<file path="src/rtl/spd_duty_pkg.sv">
package spd_duty_pkg;

   typedef enum logic {
      DIV_IDLE = 1'b0,
      DIV_RUN  = 1'b1
   } div_state_e;

   function automatic logic vote3(input logic [2:0] s);
      return (s[0] & s[1]) | (s[0] & s[2]) | (s[1] & s[2]);
   endfunction

endpackage

</file>
<file path="src/rtl/spd_in_cond.sv">
module spd_in_cond #(
   parameter int SYNC_STAGES = 2,
   parameter bit FILT_EN     = 1'b1
) (
   input  logic clk,
   input  logic rst_n,
   input  logic raw_in,
   output logic lvl,
   output logic rise,
   output logic fall
);
   import spd_duty_pkg::*;

   if (SYNC_STAGES < 2) begin : g_bad_sync
      $error("SYNC_STAGES must be at least 2");
   end

   logic [SYNC_STAGES-1:0] sync_q;
   logic                   clean_d;
   logic                   lvl_q;

   always_ff @(posedge clk or negedge rst_n) begin
      if (!rst_n) sync_q <= '0;
      else        sync_q <= {sync_q[SYNC_STAGES-2:0], raw_in};
   end

   if (FILT_EN) begin : g_vote
      logic [2:0] win_q;
      always_ff @(posedge clk or negedge rst_n) begin
         if (!rst_n) win_q <= '0;
         else        win_q <= {win_q[1:0], sync_q[SYNC_STAGES-1]};
      end
      assign clean_d = vote3(win_q);
   end else begin : g_plain
      assign clean_d = sync_q[SYNC_STAGES-1];
   end

   always_ff @(posedge clk or negedge rst_n) begin
      if (!rst_n) lvl_q <= 1'b0;
      else        lvl_q <= clean_d;
   end

   assign lvl  = clean_d;
   assign rise = clean_d & ~lvl_q;
   assign fall = ~clean_d & lvl_q;
endmodule

</file>
<file path="src/rtl/spd_period_meter.sv">
module spd_period_meter #(
   parameter int CNT_W       = 20,
   parameter int TIMEOUT_CYC = 600000
) (
   input  logic             clk,
   input  logic             rst_n,
   input  logic             lvl,
   input  logic             rise,
   input  logic             fall,
   output logic [CNT_W-1:0] hi_len,
   output logic [CNT_W-1:0] per_len,
   output logic             meas_stb,
   output logic             stuck_stb,
   output logic             stuck_lvl
);
   if (TIMEOUT_CYC < 2 || TIMEOUT_CYC >= (2 ** CNT_W)) begin : g_bad_to
      $error("TIMEOUT_CYC must fit in CNT_W bits");
   end

   localparam logic [CNT_W-1:0] CNT_MAX   = {CNT_W{1'b1}};
   localparam logic [CNT_W-1:0] IDLE_LAST = CNT_W'(TIMEOUT_CYC - 1);

   logic [CNT_W-1:0] per_cnt, hi_cnt, idle_cnt;
   logic             primed;
   logic             edge_seen, idle_hit;

   assign edge_seen = rise | fall;
   assign idle_hit  = !edge_seen && (idle_cnt == IDLE_LAST);

   always_ff @(posedge clk or negedge rst_n) begin
      if (!rst_n) begin
         idle_cnt  <= '0;
         stuck_stb <= 1'b0;
         stuck_lvl <= 1'b0;
      end else begin
         stuck_stb <= idle_hit;
         if (edge_seen || idle_hit) idle_cnt <= '0;
         else                       idle_cnt <= idle_cnt + 1'b1;
         if (idle_hit) stuck_lvl <= lvl;
      end
   end

   always_ff @(posedge clk or negedge rst_n) begin
      if (!rst_n) begin
         per_cnt  <= '0;
         hi_cnt   <= '0;
         hi_len   <= '0;
         per_len  <= '0;
         meas_stb <= 1'b0;
         primed   <= 1'b0;
      end else begin
         meas_stb <= 1'b0;
         if (rise) begin
            if (primed) begin
               hi_len   <= hi_cnt;
               per_len  <= per_cnt;
               meas_stb <= 1'b1;
            end
            primed  <= 1'b1;
            per_cnt <= CNT_W'(1);
            hi_cnt  <= CNT_W'(1);
         end else begin
            if (idle_hit) primed <= 1'b0;
            if (per_cnt != CNT_MAX) per_cnt <= per_cnt + 1'b1;
            if (lvl && hi_cnt != CNT_MAX) hi_cnt <= hi_cnt + 1'b1;
         end
      end
   end
endmodule

</file>
<file path="src/rtl/spd_ratio_div.sv">
module spd_ratio_div #(
   parameter int CNT_W     = 20,
   parameter int DEM_W     = 9,
   parameter int FULL_CODE = 511
) (
   input  logic             clk,
   input  logic             rst_n,
   input  logic             start,
   input  logic [CNT_W-1:0] hi_len,
   input  logic [CNT_W-1:0] per_len,
   output logic             busy,
   output logic             done,
   output logic [DEM_W-1:0] quo
);
   import spd_duty_pkg::*;

   if (DEM_W < 2 || FULL_CODE >= (2 ** DEM_W) || FULL_CODE < 1) begin : g_bad_code
      $error("FULL_CODE must fit in DEM_W bits");
   end

   localparam int NUM_W  = CNT_W + DEM_W;
   localparam int STEP_W = $clog2(DEM_W);

   div_state_e        state_q;
   logic [NUM_W-1:0]  rem_q, dsh_q;
   logic [DEM_W-1:0]  q_q, q_next;
   logic [STEP_W-1:0] step_q;
   logic              take;

   assign take   = (rem_q >= dsh_q);
   assign q_next = {q_q[DEM_W-2:0], take};
   assign busy   = (state_q == DIV_RUN);

   always_ff @(posedge clk or negedge rst_n) begin
      if (!rst_n) begin
         state_q <= DIV_IDLE;
         rem_q   <= '0;
         dsh_q   <= '0;
         q_q     <= '0;
         step_q  <= '0;
         done    <= 1'b0;
         quo     <= '0;
      end else begin
         done <= 1'b0;
         case (state_q)
            DIV_IDLE: if (start) begin
               rem_q   <= NUM_W'(hi_len) * NUM_W'(FULL_CODE);
               dsh_q   <= NUM_W'(per_len) << (DEM_W - 1);
               q_q     <= '0;
               step_q  <= STEP_W'(DEM_W - 1);
               state_q <= DIV_RUN;
            end
            DIV_RUN: begin
               if (take) rem_q <= rem_q - dsh_q;
               dsh_q <= dsh_q >> 1;
               q_q   <= q_next;
               if (step_q == '0) begin
                  quo     <= q_next;
                  done    <= 1'b1;
                  state_q <= DIV_IDLE;
               end else begin
                  step_q <= step_q - 1'b1;
               end
            end
            default: state_q <= DIV_IDLE;
         endcase
      end
   end
endmodule

</file>
<file path="src/rtl/spd_duty_decoder.sv">
module spd_duty_decoder #(
   parameter int CNT_W       = 20,
   parameter int TIMEOUT_CYC = 600000,
   parameter int DEM_W       = 9,
   parameter int FULL_CODE   = 511,
   parameter int ON_CODE     = 51,
   parameter int OFF_CODE    = 39,
   parameter int SYNC_STAGES = 2,
   parameter bit FILT_EN     = 1'b1
) (
   input  logic             clk,
   input  logic             rst_n,
   input  logic             pwm_in,
   output logic [DEM_W-1:0] demand,
   output logic             demand_valid,
   output logic             run_en
);
   if (OFF_CODE > ON_CODE || ON_CODE > FULL_CODE) begin : g_bad_hyst
      $error("need OFF_CODE <= ON_CODE <= FULL_CODE");
   end
   if (TIMEOUT_CYC <= 4 * DEM_W) begin : g_bad_short
      $error("TIMEOUT_CYC too short for the divider");
   end

   localparam logic [DEM_W-1:0] FULL_C = DEM_W'(FULL_CODE);
   localparam logic [DEM_W-1:0] ON_C   = DEM_W'(ON_CODE);
   localparam logic [DEM_W-1:0] OFF_C  = DEM_W'(OFF_CODE);

   logic             lvl, rise, fall;
   logic [CNT_W-1:0] hi_len, per_len;
   logic             meas_stb, stuck_stb, stuck_lvl;
   logic             div_busy, div_done;
   logic [DEM_W-1:0] quo, new_code;
   logic             upd;

   spd_in_cond #(.SYNC_STAGES(SYNC_STAGES), .FILT_EN(FILT_EN)) u_cond (
      .clk(clk), .rst_n(rst_n), .raw_in(pwm_in),
      .lvl(lvl), .rise(rise), .fall(fall)
   );

   spd_period_meter #(.CNT_W(CNT_W), .TIMEOUT_CYC(TIMEOUT_CYC)) u_meter (
      .clk(clk), .rst_n(rst_n), .lvl(lvl), .rise(rise), .fall(fall),
      .hi_len(hi_len), .per_len(per_len), .meas_stb(meas_stb),
      .stuck_stb(stuck_stb), .stuck_lvl(stuck_lvl)
   );

   spd_ratio_div #(.CNT_W(CNT_W), .DEM_W(DEM_W), .FULL_CODE(FULL_CODE)) u_div (
      .clk(clk), .rst_n(rst_n), .start(meas_stb && !div_busy),
      .hi_len(hi_len), .per_len(per_len),
      .busy(div_busy), .done(div_done), .quo(quo)
   );

   always_comb begin
      upd      = stuck_stb | div_done;
      new_code = stuck_stb ? (stuck_lvl ? FULL_C : '0) : quo;
   end

   always_ff @(posedge clk or negedge rst_n) begin
      if (!rst_n) begin
         demand       <= '0;
         demand_valid <= 1'b0;
         run_en       <= 1'b0;
      end else begin
         demand_valid <= upd;
         if (upd) begin
            demand <= new_code;
            if (!run_en && new_code >= ON_C)     run_en <= 1'b1;
            else if (run_en && new_code < OFF_C) run_en <= 1'b0;
         end
      end
   end
endmodule

</file>
<file path="config.mk">
export PLATFORM = sky130hd
export DESIGN_NAME = spd_duty_decoder
export DESIGN_NICKNAME = d
export VERILOG_FILES = /design/src/rtl/spd_duty_pkg.sv /design/src/rtl/spd_in_cond.sv /design/src/rtl/spd_period_meter.sv /design/src/rtl/spd_ratio_div.sv /design/src/rtl/spd_duty_decoder.sv
export SDC_FILE = /design/constraint.sdc
export NUM_CORES = 1
export LEC_CHECK = 0
export BUFFER_PORTS_ARGS = -buffer_cell sky130_fd_sc_hd__buf_2
export CAP_MARGIN = 30
export CORE_ASPECT_RATIO = 1.2
export CORE_MARGIN = 3
export CORE_UTILIZATION = 46
export CTS_BUF_LIST = sky130_fd_sc_hd__clkbuf_8
export DETAILED_ROUTE_END_ITERATION = 12
export GPL_ROUTABILITY_DRIVEN = 1
export HOLD_SLACK_MARGIN = 0.06
export PLACE_DENSITY_LB_ADDON = 0.2
export SLEW_MARGIN = 20
export SYNTH_ARGS = -nofsm -noshare
export SYNTH_HDL_FRONTEND = slang
export SYNTH_SLANG_ARGS = --single-unit
</file>
<file path="constraint.sdc">
create_clock -name clk -period 12.3 [get_ports clk]
set_clock_uncertainty 0.05 [all_clocks]
set_input_delay 2.46 -clock clk [delete_from_list [all_inputs] [get_ports clk]]
set_output_delay 2.46 -clock clk [all_outputs]
set_load 0.02 [all_outputs]
</file>
Word level (Yosys, flattened, before mapping) --
Cells that the tools add are included.
Cells by class: multiplexer cells 28, div/mod/pow operators 0, multiply operators 1, order comparisons 3, equality and inequality tests 6, add/subtract/negate cells 5, reduce and logical (&&, ||, !) cells 19, bitwise operators 12, shift operators 0
Operators by type and width (number):
- 29-bit one-hot mux with 2 select lines | 2
- 20-bit two-way mux | 5
- 29-bit two-way mux | 3
- 20-bit by 1-bit adder with 20-bit output (second input constant) | 3
- 20-bit != test (second input constant) | 2
- 29-bit greater-or-equal comparator | 1
- 20-bit by 9-bit multiplier with 29-bit output (second input constant) | 1
- 29-bit subtractor | 1
- 20-bit == test (second input constant) | 1
- 9-bit two-way mux | 2
- 8-bit one-hot mux with 2 select lines | 1
- 1-bit two-way mux | 10
- 2-bit AND reduction | 5
- 9-bit by 6-bit greater-or-equal comparator with 1-bit output (second input constant) | 1
- 9-bit by 6-bit < comparator with 1-bit output (second input constant) | 1
- 4-bit two-way mux | 2
- 8-bit two-way mux | 1
- 4-bit one-hot mux with 2 select lines | 1
- 2-bit nonzero test | 4
- 1-bit bitwise AND | 5
- 1-bit logical AND | 5
- 4-bit zero test | 1
- 2-bit != test (second input constant) | 2
- 1-bit OR | 4
- other kinds (6) | 10
Storage, ports and cells: memories kept 0, word-level logic and storage cells 96, bits in writable memories 0, input bits 3, output and inout port bits 11, register bits 202, bits in read-only memories 0, latch bits 0

Longest topological paths before layout --
depth after elaboration 10, gate-level depth with buffers 20

Hierarchy --
A second synthesis with hierarchy kept.
Unflattened totals: cell total of the unflattened synthesis 1510, area, all modules 14290.0 um^2
Modules (own cells, without submodules):
- spd_ratio_div | times used 1, cells an instance 1023, area each 8874.8 um^2
- spd_period_meter | times used 1, cells an instance 421, area each 4688.2 um^2
- spd_duty_decoder | times used 1, cells an instance 57, area each 553.0 um^2
- spd_in_cond | times used 1, cells an instance 9, area each 173.9 um^2

Worst setup path before layout --
No wires, ideal clock.
kind reg2reg, start point reg u_meter.hi_len[6], end point reg u_div.rem_q[28], path slack 7.255 ns, arrival time 4.854 ns, clock period less this slack 5.045 ns, cell stages (with the launch flop) 19, data required time 12.109 ns, path through dfrtp_1 > fa_1 > inv_1 > fa_1 > inv_1 > fa_1 > inv_1 > fa_1 > inv_1 > ha_1 > o21a_1 > o31a_1 > o41a_1 > a221oi_4 > a31oi_4 > a211o_1 > a21oi_2 > xnor2_1 > o221ai_2
On the way: cells in the longest elaborated chain, start to end 3
Ends and longest elaborated chain:
- start: declaration | RTL line spd_period_meter.sv:10 | output logic [CNT_W-1:0] hi_len,
- start signal: assignment | RTL line spd_period_meter.sv:55 | hi_len <= hi_cnt;
- 20-bit by 9-bit multiplier with 29-bit output | RTL line spd_ratio_div.sv:47 | rem_q <= NUM_W'(hi_len) * NUM_W'(FULL_CODE);
- 29-bit two-way mux | RTL line spd_ratio_div.sv:46 | DIV_IDLE: if (start) begin
- 29-bit one-hot mux with 2 select lines | RTL line spd_ratio_div.sv:45 | case (state_q)
- end signal: assignment | RTL line spd_ratio_div.sv:47
- end signal: assignment | RTL line spd_ratio_div.sv:54 | if (take) rem_q <= rem_q - dsh_q;
- end: declaration | RTL line spd_ratio_div.sv:25 | logic [NUM_W-1:0] rem_q, dsh_q;
Every way passes these cells. The select of a mux whose other input is x is not followed. A chain may end at the register's enable or synchronous reset.

Worst setup path after layout --
start point reg u_meter.hi_len[6], end point reg u_div.rem_q[27]
The elaborated chain is that of the path after synthesis.

==> reports/results.txt <==
The run finished with clean final reports. The count of input and output buffers works out to 13. Averaged over all synthesized cells, the footprint is 9.63 µm². The number of pins with negative max-slew slack in the final report was 0; the number of enable flip-flop cells after synthesis was 0.

The detail route stage leaves a number of antenna-violating nets equal to 0. The initial standard-cell utilization of the core is 0.470. The area fraction of the dominant cell type after synthesis was 0.359; the fill cell instance count of the final layout was 2,791. The run gives 21,300 µm as the HPWL reported at the end of detailed placement. The worst setup path is launched from a flip-flop. From bottom edge to top edge, the die measures 197 µm. The fmax came out at 0.185 GHz. Counting every net in the synthesized netlist gives 1,629. Setup violations remaining at the end of the flow were counted as 0. The floorplan step defined a die boundary enclosing 0.0326 mm². Transition time at the pin with the least slew margin: 798 ps.

The tools report the worst relative slew slack as 0.462. The library cell with the largest summed area after synthesis was dfrtp_1. For this design the ratio of total power to cell area is 225 mW/mm².

The tool flagged a number of max-cap violations equal to 0. STA classifies the critical path endpoint as a flip-flop. In the post-synthesis netlist, the biggest area contributors are dfrtp_1 36%, fa_1 13%, ha_1 7.2%, inv_1 5.3%, nand2_1 3.5%.

Detailed routing inserted a total of 9,874 vias. The area of the core was 0.0298 mm². The run gives 0.189 as the global router's overall resource usage.

The netlist uses 71 different library cells. After detailed routing, the number of vias per cell comes to 5.24. In this run the horizontal extent of the chip is 165 µm. The logs give 5 for the total iterations of the first detailed-routing run and 29,000 µm for the total wire length.

The clock passes through at most 3 buffers. The peak fanout along the critical path works out to 4. The data required time at the worst endpoint is 12,690 ps.

The source-to-sink clock delay at the later pin of the worst-skew pair came out at 550 ps. The critical path in this run is classified as reg2reg. Entering global routing, the biggest net connects 103 pins. Timing analysis after detailed placement gives a worst setup slack of 6880 ps. IR analysis of the VDD net gives a maximum drop of 153 µV.

The synthesis-to-layout area growth was 8.78%. The library cells used most frequently in the layout, excluding fill and tap cells, are 207 x inv_1, 199 x dfrtp_1, 130 x nand2_1. The total congestion overflow came out at 0.

The detailed-route wire length per cell is 15.4 µm, and the post-route fraction of the period consumed by the critical path is 0.440. For this run, the post-layout net count is 1,644. The summed area of non-filler cells in the final layout was 0.0152 mm²; the placed standard-cell area was 0.0145 mm². The count of instances resized after the clock tree is built was 0; the share of async-settable or async-resettable flops after synthesis was 1.00. After synthesis the netlist holds a flip-flop and latch count of 201. For the number of hold-slack violations in the final timing report, the log shows 0. The tightest min-delay check is of the reg2reg type. TritonCTS built the clock tree. The cell area that synthesis handed to floorplanning was 0.0140 mm². The share of final-layout standard cells stronger than drive strength 1 was 0.0924. Clock-pin slew was measured on the worst setup and hold paths at 60 ps. After detailed routing, the number of remaining DRC violations is 0. The detailed router's first-iteration violation count was 509; the worst path arrival time was 5800 ps. The instance count of the mapped netlist was 1,453; the total number of H-tree levels was 2. The multi-input combinational cells in the finished layout cover a total of 0.00801 mm². The final critical-path required period works out to 5410 ps.

The worst path meets setup with 6890 ps of slack. The footprint of the flip-flops and latches is 0.00503 mm², and the worst hold-check slack is 302 ps. The tools report the number of antenna violations at the first check in global routing as 1. In the final timing run, aggregate negative setup slack is 0 ps.

The tools report the cell chosen for the clock root as clkbuf_8. The sequential element share of the synthesized area was 0.359; the boundary pin count was 14. Leakage component of the power: 7.38 nW. The first-pass GRT wire length was 50,500 µm. The run gives 0 as the total of warnings raised by yosys. For this design, the CTS-stage hold fixing added 0 buffers. The clock net in this run drives a total of 201 sinks. Most common library cell in the layout ignoring fill and taps: inv_1. The total number of placement rows is 69, and the via count of the first global-routing pass is 10,200. Global placer's final weighted congestion: 0.864. Setup repair after global routing left no endpoint under its margin.

The most used flip-flop cell after synthesis was dfrtp_1. The CTS buffer count came out at 37. The number of antenna repair diodes is 0, and the number of setup buffers added after CTS is 0.
==> path summary, 6_finish.rpt <==
path | from | cells past startpoint | slack (ps) | to
hold / removal | u_cond.sync_q[0]$_DFF_PN0_ | 0 | 300 | u_cond.sync_q[1]$_DFF_PN0_
max in group asynchronous | rst_n | 5 | 8690 | u_meter.idle_cnt[13]$_DFF_PN0_
setup / recovery | u_meter.hi_len[6]$_DFFE_PN0P_ | 18 | 6890 | u_div.rem_q[27]$_DFFE_PN0P_
hold reg to reg | u_cond.sync_q[0]$_DFF_PN0_ | 0 | 300 | u_cond.sync_q[1]$_DFF_PN0_
min in group asynchronous | rst_n | 1 | 1820 | u_div.dsh_q[1]$_DFFE_PN0P_
setup reg to reg | u_meter.hi_len[6]$_DFFE_PN0P_ | 18 | 6890 | u_div.rem_q[27]$_DFFE_PN0P_
==> report_power, final <==
group          switching, W  internal [W]
sequential         0.000111      0.000809
clock              0.000288      0.000334
combinational       0.00108      0.000808
total               0.00148       0.00195
==> final cells by class <==
cell class,instances,area share
timing repair buffer,27,0.0150
inverter,198,0.0488
multi-input combinational,1003,0.526
sequential,201,0.331
tap,390,0.0320
clock buffer,45,0.0407
clock inverter,20,0.00657
==> state kept, by name, summed over array words and instances, names as in the netlist <==
name and flops:
u_meter.hi_cnt 20, u_meter.meas_stb 1, u_meter.stuck_lvl 1, u_meter.primed 1, u_cond.g_vote.win_q 3, u_div.busy 1
u_cond.sync_q 2, demand_valid 1, u_div.q_q 8, u_div.rem_q 29, u_div.dsh_q 28, run_en 1
u_meter.stuck_stb 1, u_div.done 1, u_meter.per_len 20, u_meter.hi_len 20, u_meter.idle_cnt 20, u_div.quo 9
u_meter.per_cnt 20, u_cond.lvl_q 1, u_div.step_q 4, demand 9
==> worst max-delay path, stage by stage (launching register included) <==
cell       delay (ps)
dfrtp_1           450
fa_1              660
inv_1              90
fa_1              530
inv_1              50
fa_1              470
inv_1              50
fa_1              520
inv_1              40
ha_1              330
o211ai_1          100
o21ai_0           440
o211a_1           270
nor2_1             80
o31ai_1           440
a2111oi_0         200
o21bai_1          200
xnor2_1            90
a222oi_1          260
==> stage by stage <==
step / instances / util / total power, W
CTS: 1881 / 0.509 / 0.00347
global route: 1884 / 0.511 / 0.00377
finish: 1884 / 0.511 / 0.00343
global placement: 1815 / 0.484 / 0.00278
detailed placement: 1816 / 0.485 / 0.00281
floorplan: 1453 / - / 0.00241
==> layer usage <==
| layer | share of wire | vias to the layer above | global-route usage |
|---|---|---|---|
| li1 | - | 4879 | - |
| met1 | 0.46 | 4857 | 0.251 |
| met2 | 0.49 | 96 | 0.320 |
| met3 | 0.027 | 42 | 0.0277 |
| met4 | 0.025 | 0 | 0.0547 |
| met5 | 0 | - | 0 |
==> synth_stat cells, drive strengths merged, types with 3 or more instances <==
library cell  count
nor2b            18
nor3             15
clkbuf           37
o21a              6
o21ai            94
a31oi             9
a21o             33
o31ai            11
xnor2            44
a221oi            5
nand2b           12
a41oi             3
mux2i            29
nand3            35
mux2             41
xor2             48
nor2            121
or3               7
o22ai             3
and4              5
a211oi           21
fa               92
nand3b            4
o211ai            4
buf              14
ha               81
nor4              4
inv             197
nand4            22
o21bai            4
a21oi            57
nand2           130
dfrtp           201
and3             13
==> cells by family (layout without fill, tap and decap cells) <==
family	after synthesis	after routing	synth area share
fa+ha+maj	174	174	0.205
flops	201	201	0.359
mux	70	70	0.0537
compound gates	272	272	0.126
xor+xnor	92	92	0.0576
buf+inv	249	290	0.0681
simple gates	395	395	0.131
Power figures use the tool's default switching activity.
